==> config.mk <==
export PLATFORM = sky130hd
export DESIGN_NAME = sw_window3x3
export DESIGN_NICKNAME = d
export VERILOG_FILES = /design/src/rtl/sw_pkg.sv /design/src/rtl/sw_line_store.sv /design/src/rtl/sw_raster_ctrl.sv /design/src/rtl/sw_window3x3.sv
export SDC_FILE = /design/constraint.sdc
export NUM_CORES = 1
export LEC_CHECK = 0
export BUFFER_PORTS_ARGS = -buffer_cell sky130_fd_sc_hd__buf_2
export CAP_MARGIN = 20
export CORE_ASPECT_RATIO = 1.2
export CORE_MARGIN = 2
export CORE_UTILIZATION = 40
export DETAILED_ROUTE_END_ITERATION = 7
export GPL_ROUTABILITY_DRIVEN = 0
export PLACE_DENSITY = 0.65
export SYNTH_ARGS = -nofsm -noshare
export SYNTH_HDL_FRONTEND = slang
export SYNTH_SLANG_ARGS = --single-unit
==> constraint.sdc <==
create_clock -name clk -period 104.1 [get_ports clk]
set_input_delay 20.82 -clock clk [delete_from_list [all_inputs] [get_ports clk]]
set_output_delay 20.82 -clock clk [all_outputs]
set_load 0.1 [all_outputs]
==> src/rtl/sw_pkg.sv <==
package sw_pkg;

    // Frame progress of the incoming pixel stream.
    typedef enum logic [1:0] {
        WS_FILL   = 2'd0,   // first two rows: window not yet complete
        WS_STREAM = 2'd1,   // rows 2..last: windows available
        WS_DONE   = 2'd2    // frame fully received: wait for frame start
    } fill_state_e;

    localparam int unsigned WIN_TAPS = 9;

endpackage

==> src/rtl/sw_line_store.sv <==
module sw_line_store #(
    parameter int unsigned PIX_W = 8,
    parameter int unsigned IMG_W = 96
) (
    input  logic                                 clk,
    input  logic                                 rst,
    input  logic                                 shift_i,
    input  logic [PIX_W-1:0]                     pix_i,
    output logic [sw_pkg::WIN_TAPS*PIX_W-1:0]    taps_o
);

    localparam int unsigned DEPTH = 2 * IMG_W + 3;

    logic [PIX_W-1:0] line_q [DEPTH];

    // Storage is not reset: a new frame flushes it before any window is flagged.
    always_ff @(posedge clk) begin
        if (shift_i) begin
            line_q[0] <= pix_i;
            for (int i = 1; i < DEPTH; i++) begin
                line_q[i] <= line_q[i-1];
            end
        end
    end

    for (genvar wr = 0; wr < 3; wr++) begin : g_row
        for (genvar wc = 0; wc < 3; wc++) begin : g_col
            localparam int unsigned OFS = (2 - wr) * IMG_W + (2 - wc);
            assign taps_o[(wr*3+wc)*PIX_W +: PIX_W] = line_q[OFS];
        end
    end

    // The delay line must hold its contents on idle cycles.
    assert_hold_idle_R2: assert property (@(posedge clk) disable iff (rst)
        !shift_i |=> $stable(taps_o));

    // Middle-left tap of the next cycle is the centre tap of this one after a shift.
    assert_tap_pitch_R3: assert property (@(posedge clk) disable iff (rst)
        shift_i |=> taps_o[3*PIX_W +: PIX_W] == $past(taps_o[4*PIX_W +: PIX_W]));

endmodule

==> src/rtl/sw_raster_ctrl.sv <==
module sw_raster_ctrl #(
    parameter int unsigned IMG_W = 96,
    parameter int unsigned IMG_H = 64,
    localparam int unsigned CW   = $clog2(IMG_W),
    localparam int unsigned RW   = $clog2(IMG_H)
) (
    input  logic          clk,
    input  logic          rst,
    input  logic          pix_valid_i,
    input  logic          frame_start_i,
    output logic          shift_o,
    output logic          win_valid_o,
    output logic [RW-1:0] ctr_row_o,
    output logic [CW-1:0] ctr_col_o
);

    import sw_pkg::*;

    localparam logic [CW-1:0] COL_LAST = CW'(IMG_W - 1);
    localparam logic [RW-1:0] ROW_LAST = RW'(IMG_H - 1);

    fill_state_e   state_q, state_d, eff_state;
    logic [CW-1:0] col_q, col_d, pos_col;
    logic [RW-1:0] row_q, row_d, pos_row;
    logic          shift;
    logic          row_end;

    logic          win_valid_q;
    logic [RW-1:0] ctr_row_q;
    logic [CW-1:0] ctr_col_q;

    // A frame-start pulse overrides the tracked position for this cycle.
    always_comb begin
        eff_state = frame_start_i ? WS_FILL : state_q;
        pos_col   = frame_start_i ? '0 : col_q;
        pos_row   = frame_start_i ? '0 : row_q;
        shift     = pix_valid_i && (eff_state != WS_DONE);
        row_end   = (pos_col == COL_LAST);
    end

    // Next state and next position.
    always_comb begin
        state_d = eff_state;
        col_d   = pos_col;
        row_d   = pos_row;
        if (shift) begin
            if (row_end) begin
                col_d = '0;
                row_d = (pos_row == ROW_LAST) ? '0 : pos_row + RW'(1);
            end else begin
                col_d = pos_col + CW'(1);
            end
        end
        unique case (eff_state)
            WS_FILL: begin
                if (shift && row_end && pos_row == RW'(1))
                    state_d = WS_STREAM;
            end
            WS_STREAM: begin
                if (shift && row_end && pos_row == ROW_LAST)
                    state_d = WS_DONE;
            end
            WS_DONE: begin
                state_d = WS_DONE;
            end
            default: begin
                state_d = WS_FILL;
            end
        endcase
    end

    // State register.
    always_ff @(posedge clk) begin
        if (rst) begin
            state_q <= WS_FILL;
            col_q   <= '0;
            row_q   <= '0;
        end else begin
            state_q <= state_d;
            col_q   <= col_d;
            row_q   <= row_d;
        end
    end

    // Output register: window flag and centre coordinate.
    always_ff @(posedge clk) begin
        if (rst) begin
            win_valid_q <= 1'b0;
            ctr_row_q   <= '0;
            ctr_col_q   <= '0;
        end else begin
            win_valid_q <= shift && (eff_state == WS_STREAM) && (pos_col >= CW'(2));
            if (shift) begin
                ctr_row_q <= pos_row - RW'(1);
                ctr_col_q <= pos_col - CW'(1);
            end
        end
    end

    assign shift_o     = shift;
    assign win_valid_o = win_valid_q;
    assign ctr_row_o   = ctr_row_q;
    assign ctr_col_o   = ctr_col_q;

    // A flagged window always stems from a pixel taken one cycle earlier.
    assert_win_needs_pixel_R2: assert property (@(posedge clk) disable iff (rst)
        win_valid_o |-> $past(pix_valid_i));

    // Centre column never touches the left or right image edge.
    assert_ctr_col_range_R5: assert property (@(posedge clk) disable iff (rst)
        win_valid_o |-> (ctr_col_o >= CW'(1)) && (ctr_col_o <= CW'(IMG_W - 2)));

    // Centre row never touches the top or bottom image edge.
    assert_ctr_row_range_R6: assert property (@(posedge clk) disable iff (rst)
        win_valid_o |-> (ctr_row_o >= RW'(1)) && (ctr_row_o <= RW'(IMG_H - 2)));

    // Windows only once the first two rows are in.
    assert_fill_quiet_R4: assert property (@(posedge clk) disable iff (rst)
        (state_q == WS_FILL || frame_start_i) |=> !win_valid_o);

    // A finished frame ignores pixels until the next frame start.
    assert_done_quiet_R9: assert property (@(posedge clk) disable iff (rst)
        (state_q == WS_DONE && !frame_start_i) |=> !win_valid_o);

    // Column position stays inside the image width.
    assert_col_bound_R8: assert property (@(posedge clk) disable iff (rst)
        col_q <= COL_LAST);

endmodule

==> src/rtl/sw_window3x3.sv <==
module sw_window3x3 #(
    parameter int unsigned PIX_W = 8,
    parameter int unsigned IMG_W = 96,
    parameter int unsigned IMG_H = 64,
    localparam int unsigned CW   = $clog2(IMG_W),
    localparam int unsigned RW   = $clog2(IMG_H),
    localparam int unsigned WW   = sw_pkg::WIN_TAPS * PIX_W
) (
    input  logic             clk,
    input  logic             rst,
    input  logic [PIX_W-1:0] pix_i,
    input  logic             pix_valid_i,
    input  logic             frame_start_i,
    output logic [WW-1:0]    win_o,
    output logic             win_valid_o,
    output logic [RW-1:0]    ctr_row_o,
    output logic [CW-1:0]    ctr_col_o
);

    logic shift;

    sw_raster_ctrl #(
        .IMG_W (IMG_W),
        .IMG_H (IMG_H)
    ) u_ctrl (
        .clk           (clk),
        .rst           (rst),
        .pix_valid_i   (pix_valid_i),
        .frame_start_i (frame_start_i),
        .shift_o       (shift),
        .win_valid_o   (win_valid_o),
        .ctr_row_o     (ctr_row_o),
        .ctr_col_o     (ctr_col_o)
    );

    sw_line_store #(
        .PIX_W (PIX_W),
        .IMG_W (IMG_W)
    ) u_store (
        .clk     (clk),
        .rst     (rst),
        .shift_i (shift),
        .pix_i   (pix_i),
        .taps_o  (win_o)
    );

endmodule

After elaboration in Yosys (flattened, before gate mapping)
Memories as Yosys holds them, arrays and structs flattened.
Index checks and enable logic that the tools add are counted.
- bits of input ports: 12
- output and inout bits: 86
- register bits: 29
- memories: 1
- logic and storage cells: 38
- bits in writable memories: 1560
- memories (name ; depth ; bits a word ; rd ports ; clocked after Yosys merged registers in ; write ports ; RTL line ; RTL):
    u_store.line_q ; 195 ; 8 ; 195 ; 0 ; 195 ; sw_line_store.sv:14 ; logic [PIX_W-1:0] line_q [DEPTH];
- multiplexer cells: 13
- reduce and logical (&&, ||, !) cells: 7
- $add $sub $neg: 4
- equal/unequal tests: 6
- order comparisons: 1
- operators by type and width (operator ; number):
    2-to-1 mux 6 bit ; 4
    2-to-1 mux 7 bit ; 3
    adder 7 x 1 -> 7 bit (second input constant) ; 1
    == test 7 bit (second input constant) ; 1
    greater-or-equal comparator 7 x 2 -> 1 bit (second input constant) ; 1
    subtractor 7 x 1 -> 7 bit (second input constant) ; 1
    adder 6 x 1 -> 6 bit (second input constant) ; 1
    == test 6 x 1 -> 1 bit (second input constant) ; 1
    == test 6 bit (second input constant) ; 1
    logical AND 1 bit ; 6
    2-to-1 mux 2 bit ; 3
    one-hot mux 2 bit (3 select lines) ; 1
    subtractor 6 x 1 -> 6 bit (second input constant) ; 1
    == test 2 x 1 -> 1 bit (second input constant) ; 1
    == test 2 bit (second input constant) ; 1
    logical NOT 2 bit ; 1
    2-to-1 mux 1 bit ; 2
    != test 2 bit (second input constant) ; 1

Longest topological paths before layout
Gate-level depths: netlist (run 1).
- word-level depth: 7
- depth in mapped cells: 9
- gate-level depth less buffers: 7

Cells and area by module
Synthesis (run 1) repeated with hierarchy kept, for this count alone.
- cells, all modules: 1792
- area total of the unflattened synthesis: 48756.8 um2
- modules (own cells, without submodules) (module ; seq. area each (um2) ; cells each ; area each (um2) ; instances):
    sw_line_store ; 46844.9 ; 1608 ; 47205.3 ; 1
    sw_raster_ctrl ; 580.6 ; 184 ; 1551.5 ; 1

Worst setup path before layout (run 1)
Ideal clock, no wire load.
- kind: input port to flip-flop
- from: input port frame_start_i
- to: register u_ctrl.ctr_col_q[1], in the netlist u_ctrl.ctr_col_o[1]
- path slack: 37137 ps
- required time: 102298 ps
- setup time: 1802 ps
- buffers on the path: 1
- cell stages on the path: 4
- arrival: 65161 ps
- path through: o21ai_2 inv_2 clkbuf_1 a211oi_1
- longest elaborated chain between the ends: 3
- elaborated cells between the ends (all ways): 5
- those cells by class: 1 x add/sub; 1 x eq/ne; 2 x mux; 1 x reduce/logical
- ends and longest elaborated chain (item ; RTL line ; RTL):
    from (decl) ; sw_window3x3.sv:13 ; input logic frame_start_i,
    2-to-1 mux 2 bit ; sw_raster_ctrl.sv:34 ; eff_state = frame_start_i ? WS_FILL : state_q;
    != test 2 bit ; sw_raster_ctrl.sv:37 ; shift = pix_valid_i && (eff_state != WS_DONE);
    logical AND 1 bit ; sw_raster_ctrl.sv:37 ;
    via shift ; sw_window3x3.sv:20 ; logic shift;
    to (signal assigned) ; sw_raster_ctrl.sv:95 ; ctr_col_q <= pos_col - CW'(1);
    to (decl) ; sw_raster_ctrl.sv:30 ; logic [CW-1:0] ctr_col_q;
The timed path passes the listed nets, and every way through them passes these cells.
A chain may end at the register's enable or synchronous reset.

==> insert_results.sql, run 1 <==
INSERT INTO impl_metrics (metric_group, metric, value, unit) VALUES
('layout', 'stdcell_area', '56000', 'um2'),
('synthesis', 'synthesis.nets', '1808', ''),
('power', 'net-switching-power', '0.259', 'mW'),
('synthesis', 'netlist_area', '48700', 'um2'),
('layout', 'fillerInstances', '9851', ''),
('power', 'proportion_of_power_drawn_by_flip_flops_and_latches', '57.5', '%'),
('floorplan', 'num_io_pins', '98', ''),
('clocking', 'cts_post_setup_buffers_inserted', '0', ''),
('placement', 'placed_cells_incl_taps', '3477', ''),
('layout', 'postLayoutCoreUtil', '46.2', '%'),
('clocking', 'cts_hold_repair.buffers', '0', ''),
('sta', 'rsz0062_at_grt', 'no', ''),
('global_route', 'groute.layer.met1.usage', '13.3', '%'),
('layout', 'final_nets', '2021', ''),
('synthesis', 'synth_cell_types', '45', ''),
('worst_setup_path', 'critical_path.cell_chain', 'buf_2 > o21ai_2 > inv_8 > buf_4 > buf_4 > buf_4 > buf_4 > buf_4', ''),
('sta', 'worstMarginPinSlew', '1.17', 'ns'),
('clocking', 'htree_num_levels', '4', ''),
('flow_run', 'cap_violations', '0', ''),
('worst_hold_path', 'hold_class', 'flip-flop to flip-flop', ''),
('global_route', 'globalRouteTotalUtil', '8.85', '%'),
('clocking', 'clock_path_buffers', '3', ''),
('global_route', 'grt_antenna_before_repair', '0', ''),
('sta', 'worst_slew_margin_rel', '22.2', '%'),
('placement', 'port_buffers', '97', ''),
('power', 'cellPowerDensity', '23.4', 'nW/um2'),
('worst_setup_path', 'worst-path-buf-inv', '7', ''),
('placement', 'placedInstanceArea', '51000', 'um2'),
('power', 'ir_drop', '0.0000149', 'V'),
('sta', 'fmaxAchievable', '0.0386', 'GHz'),
('floorplan', 'chipWidth', '323', 'um'),
('global_route', 'grt_first_pass_wirelength', '89000', 'um'),
('layout', 'synthToLayoutAreaGrowth', '14.9', '%'),
('routing', 'drt-initial-drc-count', '1576', ''),
('synthesis', 'yosysSeqAreaShare', '97.3', '%'),
('worst_setup_path', 'setup.worst_path.start_class', 'primary input', ''),
('worst_setup_path', 'reg2reg_slack', '98.08', 'ns'),
('worst_setup_path', 'delay_contributed_by_the_slowest_stage_of_the_critical_path', '0.89', 'ns'),
('worst_hold_path', 'worst_hold_path.num_cells', '0', ''),
('power', 'finalPower', '1.31', 'mW'),
('routing', 'final_antenna_net_count', '0', ''),
('clocking', 'numCtsBuffers', '152', ''),
('worst_setup_path', 'crit_type', 'primary input to flip-flop', ''),
('floorplan', 'fp.dieArea', '125000', 'um2'),
('layout', 'drive_gt1_share', '15.7', '%'),
('worst_setup_path', 'critPathMostFrequentCell', 'sky130_fd_sc_hd__buf_4', ''),
('routing', 'detail_route.vias_per_cell', '4.42', ''),
('layout', 'antennaDiodeCount', '0', ''),
('worst_setup_path', 'worstPathRequired', '104.47', 'ns'),
('layout', 'seq_area', '47400', 'um2'),
('placement', 'place_hpwl', '22600', 'um'),
('routing', 'detailedRoute.firstPassIterationCount', '7', ''),
('sta', 'clock-skew-final', '0.0327', 'ns'),
('synthesis', 'postSynthRegisterBits', '1589', ''),
('worst_setup_path', 'source_of_the_worst_register_to_register_timing_path', 'u_ctrl.state_q[0]', ''),
('run_status', 'status', 'completed', ''),
('worst_setup_path', 'cp_slowest_cell', 'sky130_fd_sc_hd__buf_4', ''),
('worst_setup_path', 'end_kind', 'flip-flop', ''),
('sta', 'final_hold_viol_count', '0', ''),
('placement', 'dp_worst_setup_slack', '77.22', 'ns'),
('sta', 'fin_ws', '78.17', 'ns'),
('clocking', 'clock_tree.root_cell', 'sky130_fd_sc_hd__clkbuf_16', ''),
('sta', 'max_slew_vio_count', '0', ''),
('global_route', 'globalRoute.totalOverflow', '0', ''),
('routing', 'via_count_of_the_routed_design', '16611', ''),
('sta', 'sum_neg_setup_slack', '0', 'ns'),
('power', 'power_switching_share', '19.8', '%'),
('worst_setup_path', 'worst-r2r-cell-count', '8', ''),
('worst_setup_path', 'timing.critical_path.fanout_max', '159', ''),
('power', 'clock_power_share', '40.3', '%'),
('synthesis', 'postSynthAreaPerCell', '27.2', 'um2');
[registers in the layout, indices dropped and copies added (netlist names)]
signal	flops
u_ctrl.col_q	7
u_ctrl.ctr_col_o	7
u_ctrl.ctr_row_o	6
u_ctrl.row_q	6
u_ctrl.state_q	2
u_ctrl.win_valid_o	1
u_store.line_q	1560
[how the worst max path moves through the flow]
stage	end	depth (start not counted)	slack, ns
3_5_place_dp	u_store.line_q[22][17]	8	77.22
3_3_place_gp	u_store.line_q[23][17]	8	77.59
4_1_cts	u_store.line_q[11][62]	8	78.13
5_1_grt	u_store.line_q[22][10]	8	77.54
6_report	u_store.line_q[22][49]	8	78.17
2_1_floorplan	u_ctrl.ctr_col_o[1]	4	37.14
[cell families after synthesis]
group           synth area share, %
flops                          97.3
simple gates                  0.911
buf+inv                       0.891
compound gates                0.501
xor+xnor                      0.216
fa+ha+maj                     0.154
mux                          0.0231
[final cells by class]
type                    instances  area share [%]
inverters                       9          0.0737
clock inverters                84            1.45
repair buffers                117            1.32
well taps                    1633            3.65
flip-flops and latches       1589            84.7
multi-input cells             134            1.57
clock buffers                 195            7.27
[cell usage after synthesis]
master                      number  area [um2]
sky130_fd_sc_hd__nand4bb_1       1        11.3
sky130_fd_sc_hd__and2_1          1        6.26
sky130_fd_sc_hd__o31ai_1         2        15.0
sky130_fd_sc_hd__inv_2           2        7.51
sky130_fd_sc_hd__or3_4           1        11.3
sky130_fd_sc_hd__o21ai_1         2        10.0
sky130_fd_sc_hd__o32ai_1         1        8.76
sky130_fd_sc_hd__buf_4          48         360
sky130_fd_sc_hd__nand3_1         5        25.0
sky130_fd_sc_hd__edfxtp_1     1560       46800
sky130_fd_sc_hd__a21oi_1         8        40.0
sky130_fd_sc_hd__or4_1           3        22.5
sky130_fd_sc_hd__a311oi_1        1        8.76
sky130_fd_sc_hd__o211ai_1        1        7.51
sky130_fd_sc_hd__nand4b_1        1        8.76
sky130_fd_sc_hd__nor2_1         22        82.6
sky130_fd_sc_hd__dfxtp_1        29         581
sky130_fd_sc_hd__a211oi_1       11        82.6
sky130_fd_sc_hd__and3_1          1        6.26
sky130_fd_sc_hd__clkbuf_1        8        30.0
sky130_fd_sc_hd__a41o_1          1        10.0
sky130_fd_sc_hd__nor4b_1         1        8.76
sky130_fd_sc_hd__nor3_1          9        45.0
sky130_fd_sc_hd__nor4_2          1        12.5
sky130_fd_sc_hd__a211o_1         2        17.5
sky130_fd_sc_hd__nand4_1         1        6.26
sky130_fd_sc_hd__buf_2           2        10.0
sky130_fd_sc_hd__nand3b_1        2        15.0
sky130_fd_sc_hd__xnor2_1        10        87.6
sky130_fd_sc_hd__o21ai_0         3        15.0
sky130_fd_sc_hd__mux2_1          1        11.3
sky130_fd_sc_hd__o21ai_2         1        8.76
sky130_fd_sc_hd__or3_1           2        12.5
sky130_fd_sc_hd__xor2_1          2        17.5
sky130_fd_sc_hd__a211oi_2        1        12.5
sky130_fd_sc_hd__and4_1          1        8.76
sky130_fd_sc_hd__o21bai_1        1        7.51
sky130_fd_sc_hd__nand2_1        10        37.5
sky130_fd_sc_hd__nor4_1          3        18.8
sky130_fd_sc_hd__nand2b_1        5        31.3
sky130_fd_sc_hd__inv_1           7        26.3
sky130_fd_sc_hd__nor2b_1         8        50.1
sky130_fd_sc_hd__nand2b_4        1        13.8
sky130_fd_sc_hd__or4b_1          1        10.0
sky130_fd_sc_hd__ha_1            6        75.1
[worst register-to-register path: cells and delay by family (launching register included)]
kind	cells	cell delay (ns)
buffers and inverters	6	4.86
and+or+nand+nor	1	0.22
DFF	1	0.37
AOI/OAI and AO/OA	1	0.19
[power groups by stage]
stage | Combinational (mW) | Sequential (mW) | Clock, mW
6_report | 0.0288 | 0.753 | 0.528
5_1_grt | 0.0308 | 0.756 | 0.574
4_1_cts | 0.0286 | 0.754 | 0.549
3_5_place_dp | 0.0289 | 0.765 | 0
3_3_place_gp | 0.0278 | 0.765 | 0
2_1_floorplan | 0.0184 | 0.822 | 0
[per-layer routing]
| layer | wire [um] | up-vias |
|---|---|---|
| met5 | 0 | - |
| met4 | 1820 | 0 |
| met3 | 2640 | 141 |
| met2 | 22700 | 382 |
| met1 | 28100 | 8496 |
| li1 | - | 7592 |
[placed cells by master (no fill, tap or decap), drive strengths merged, types with 4 or more instances in the layout]
cell type / Yosys / final
nor2b: 8 / 8
nor2: 22 / 22
clkbuf: 8 / 195
nor3: 9 / 9
ha: 6 / 6
buf: 50 / 117
a211oi: 12 / 12
edfxtp: 1560 / 1560
nand2: 10 / 10
bufinv: 0 / 11
xnor2: 10 / 10
o21ai: 6 / 6
nor4: 4 / 4
clkinvlp: 0 / 4
nand2b: 6 / 6
dfxtp: 29 / 29
a21oi: 8 / 8
inv: 9 / 16
nand3: 5 / 5
clkinv: 0 / 62
No activity file was read; power rests on OpenSTA's default activity.
==> run 2, diff against run 1 <==
Settings changed: ABC_AREA from default to 1.
Clock period 104.1 ns to 24.7 ns, I/O delays scaled along.
==> run 2 against run 1 <==
  * Clock power grew to 4.3 times the previous value
  * Critical path depth grew 4
  * Register-to-register slack worse by 79 ns
  * Routed wire length is 7.4% higher
  * Via count grew 2.2%
  * First-iteration DRC count rose by 5.9%
  * Area after synthesis is 0.13% higher
  * Hold slack better by 0.0048 ns
  * Sequential power grew to 4.2 times the previous value
  * Non-clock buffer count rose by 2
  * Critical endpoint is now u_store.line_q[22][47]
==> insert_results.sql, run 2 <==
INSERT INTO impl_metrics (metric_group, metric, value, unit) VALUES
('sta', 'fmaxAchievable', '0.102', 'GHz'),
('worst_hold_path', 'hold_class', 'flip-flop to flip-flop', ''),
('clocking', 'clock_path_buffers', '3', ''),
('layout', 'final_nets', '2083', ''),
('layout', 'antennaDiodeCount', '0', ''),
('worst_setup_path', 'delay_contributed_by_the_slowest_stage_of_the_critical_path', '0.86', 'ns'),
('routing', 'wl', '59400', 'um'),
('synthesis', 'netlist_area', '48800', 'um2'),
('power', 'p_leak', '19.0', 'nW'),
('flow_run', 'cap_violations', '0', ''),
('power', 'clock_power_share', '40.9', '%'),
('synthesis', 'synthesis.nets', '1863', ''),
('layout', 'largest_register_ff_count', '1560', ''),
('synthesis', 'yosysSeqAreaShare', '97.2', '%'),
('clocking', 'cts_hold_repair.buffers', '0', ''),
('worst_setup_path', 'timing.critical_path.fanout_max', '158', ''),
('layout', 'most-common-layout-cells', 'sky130_fd_sc_hd__edfxtp_1 (1560), sky130_fd_sc_hd__clkbuf_16 (156), sky130_fd_sc_hd__buf_2 (97)', ''),
('global_route', 'grt_first_pass_wirelength', '92900', 'um'),
('clocking', 'clock_tree.root_cell', 'sky130_fd_sc_hd__clkbuf_16', ''),
('sta', 'final_hold_viol_count', '0', ''),
('worst_setup_path', 'critical_path.cell_chain', 'buf_2 > inv_2 > nand3_2 > nand2_2 > inv_8 > buf_4 > buf_4 > buf_4 > buf_4 > buf_16 > buf_4 > buf_16', ''),
('routing', 'via_count_of_the_routed_design', '16975', ''),
('routing', 'detailedRoute.firstPassIterationCount', '6', ''),
('sta', 'max_slew_vio_count', '0', ''),
('floorplan', 'die_h', '387', 'um'),
('worst_setup_path', 'critPathArrivalTime', '10.20', 'ns'),
('clocking', 'cts_post_setup_buffers_inserted', '0', ''),
('sta', 'finalHoldWorstSlack', '0.396', 'ns'),
('sta', 'fin_crit', '9.81', 'ns'),
('run_status', 'status', 'completed', ''),
('floorplan', 'fp.dieArea', '125000', 'um2'),
('global_route', 'grt_antenna_before_repair', '1', ''),
('synthesis', 'ys.warnings.count', '0', ''),
('routing', 'detail_route.vias_per_cell', '4.44', ''),
('routing', 'final_antenna_net_count', '0', ''),
('global_route', 'globalRouteTotalUtil', '9.32', '%'),
('placement', 'placed_cells_incl_taps', '3536', ''),
('global_route', 'globalRoute.totalOverflow', '0', ''),
('synthesis', 'postSynthAreaPerCell', '26.5', 'um2'),
('sta', 'rsz0062_at_grt', 'no', ''),
('sta', 'period_share', '39.7', '%'),
('clocking', 'numCtsBuffers', '155', ''),
('sta', 'worstMarginPinSlew', '1.04', 'ns'),
('routing', 'drt-initial-drc-count', '1669', ''),
('floorplan', 'design.core.area', '121000', 'um2'),
('worst_setup_path', 'crit_type', 'primary input to flip-flop', ''),
('synthesis', 'synth-edff-count', '1560', ''),
('synthesis', 'synthMostInstantiatedCell', 'sky130_fd_sc_hd__edfxtp_1', ''),
('placement', 'port_buffers', '97', ''),
('layout', 'fin_cells', '3820', ''),
('sta', 'sum_neg_setup_slack', '0', 'ns'),
('layout', 'synthToLayoutAreaGrowth', '15.2', '%'),
('worst_setup_path', 'setup.worst_path.start_class', 'primary input', ''),
('sta', 'endpoints_failing_setup', '0', ''),
('power', 'power_switching_share', '20.2', '%'),
('clocking', 'clk_pin_slew_worst_paths', '0.06', 'ns'),
('clocking', 'tritoncts', 'yes', ''),
('clocking', 'number_of_clock_sinks', '1589', ''),
('clocking', 'cts_resized', '0', ''),
('power', 'proportion_of_power_drawn_by_flip_flops_and_latches', '56.8', '%'),
('synthesis', 'postSynthRegisterBits', '1589', ''),
('routing', 'detail_route.wl_per_cell', '15.5', 'um'),
('power', 'ir_drop', '0.0000687', 'V'),
('layout', 'drive_gt1_share', '16.1', '%'),
('power', 'combinational_fraction_of_design_power', '2.3', '%'),
('power', 'cellPowerDensity', '99.4', 'nW/um2'),
('floorplan', 'placementRows', '140', ''),
('floorplan', 'chipWidth', '323', 'um'),
('synthesis', 'synth_cell_types', '26', ''),
('synthesis', 'post-synth-top-area-fraction', '96.0', '%'),
('routing', 'drt_drc_violations_left', '0', ''),
('synthesis', 'post_synth_main_area_contributors', 'sky130_fd_sc_hd__edfxtp_1 (96%), sky130_fd_sc_hd__dfxtp_1 (1.2%), sky130_fd_sc_hd__buf_4 (0.77%), sky130_fd_sc_hd__nand2_1 (0.36%), sky130_fd_sc_hd__nor2_1 (0.33%)', ''),
('synthesis', 'post_synth_inst_count', '1845', ''),
('worst_setup_path', 'worstPathRequired', '25.10', 'ns'),
('worst_setup_path', 'critPathMostFrequentCell', 'sky130_fd_sc_hd__buf_4', ''),
('synthesis', 'yosysTopAreaCell', 'sky130_fd_sc_hd__edfxtp_1', ''),
('clocking', 'htree_num_levels', '4', ''),
('power', 'net-switching-power', '1.13', 'mW'),
('synthesis', 'synthArstFlopShare', '0', '%'),
('worst_setup_path', 'end_kind', 'flip-flop', ''),
('clocking', 'clock_latency', '0.74', 'ns'),
('sta', 'worst_slew_margin_rel', '31.0', '%'),
('layout', 'final_common_cell', 'sky130_fd_sc_hd__edfxtp_1', ''),
('floorplan', 'num_io_pins', '98', ''),
('layout', 'largest_registers', 'u_store.line_q x1560, u_ctrl.col_q x7, u_ctrl.ctr_col_o x7', ''),
('layout', 'fillerInstances', '9798', ''),
('worst_setup_path', 'cp_slowest_cell', 'sky130_fd_sc_hd__buf_4', ''),
('floorplan', 'floorplan.initialDensity', '40.3', '%'),
('synthesis', 'synth_ff_type', 'sky130_fd_sc_hd__edfxtp_1', ''),
('layout', 'regMostFlops', 'u_store.line_q', ''),
('power', 'cell_internal_pwr', '4.46', 'mW'),
('synthesis', 'synth_commonest_cells', 'sky130_fd_sc_hd__edfxtp_1 (1560), sky130_fd_sc_hd__buf_4 (50), sky130_fd_sc_hd__nand2_1 (47), sky130_fd_sc_hd__nor2_1 (43), sky130_fd_sc_hd__dfxtp_1 (29)', ''),
('placement', 'place_hpwl', '25900', 'um'),
('global_route', 'grt_start_max_net_pins', '159', ''),
('global_route', 'grt_pass1_vias', '16779', ''),
('sta', 'clock-skew-final', '0.0288', 'ns');
==> run 2: changes by cell type after synthesis, moves of 8 or more <==
cell                       change
sky130_fd_sc_hd__nand2_1      +37
sky130_fd_sc_hd__nor2b_1       -8
sky130_fd_sc_hd__a211oi_1      -9
sky130_fd_sc_hd__nor2_1       +21
sky130_fd_sc_hd__xnor2_1       -8
sky130_fd_sc_hd__inv_1        +21
sky130_fd_sc_hd__nand3_1       +9
==> run 2: cell type report <==
cell class	count	area (um2)	share of cell area, %
clock buffers	190	4040	7.19
multi-input cells	170	848	1.51
well taps	1633	2040	3.64
repair buffers	119	751	1.34
clock inverters	89	978	1.74
flip-flops and latches	1589	47400	84.4
inverters	30	120	0.214
==> run 2: cell families after synthesis <==
logic type | count (synthesis) | synth area share (%)
flops | 1589 | 97.2
simple gates | 126 | 1.14
buf+inv | 86 | 1.08
compound gates | 33 | 0.359
fa+ha+maj | 6 | 0.154
xor+xnor | 5 | 0.0898
==> run 2: metrics by stage <==
stage | instance area [um2] | power [mW] | worst slack (ns) | utilization (%)
finish | 56200 | 5.59 | 14.89 | 46.4
CTS | 56100 | 5.68 | 13.74 | 46.3
detailed placement | 51100 | 3.36 | 12.82 | 42.1
floorplan | 48800 | 3.37 | 8.50 | -
global route | 56200 | 5.80 | 14.43 | 46.4
global placement | 51100 | 3.35 | 13.28 | 42.1
==> run 2: power groups by stage <==
stage	sequential (mW)	combinational (mW)	clock [mW]
floorplan	3.28	0.0825	0
global placement	3.23	0.124	0
detailed placement	3.23	0.129	0
CTS	3.18	0.128	2.37
global route	3.19	0.137	2.48
finish	3.18	0.129	2.29
==> run 2: final timing paths <==
kind	start	end	slack [ns]	depth (start not counted)
worst max register to register	u_ctrl.state_q[0]	u_store.line_q[22][47]	19.06	11
worst min-delay path	u_store.line_q[11][41]	u_store.line_q[11][49]	0.40	0
worst max-delay path	frame_start_i	u_store.line_q[22][47]	14.89	12
worst min register to register	u_store.line_q[11][41]	u_store.line_q[11][49]	0.40	0
==> run 2: critical path: cells and delay by family <==
kind,cells,cell delay [ns]
buffers and inverters,10,4.58
and+or+nand+nor,2,0.36
==> run 2: routing by layer <==
layer	GRT usage [%]	part of all wire (%)	vias up
met5	0	0	-
met3	2.99	5.2	158
met2	12.6	42	418
met1	13.8	50	8696
li1	-	-	7703
met4	4.03	2.8	0
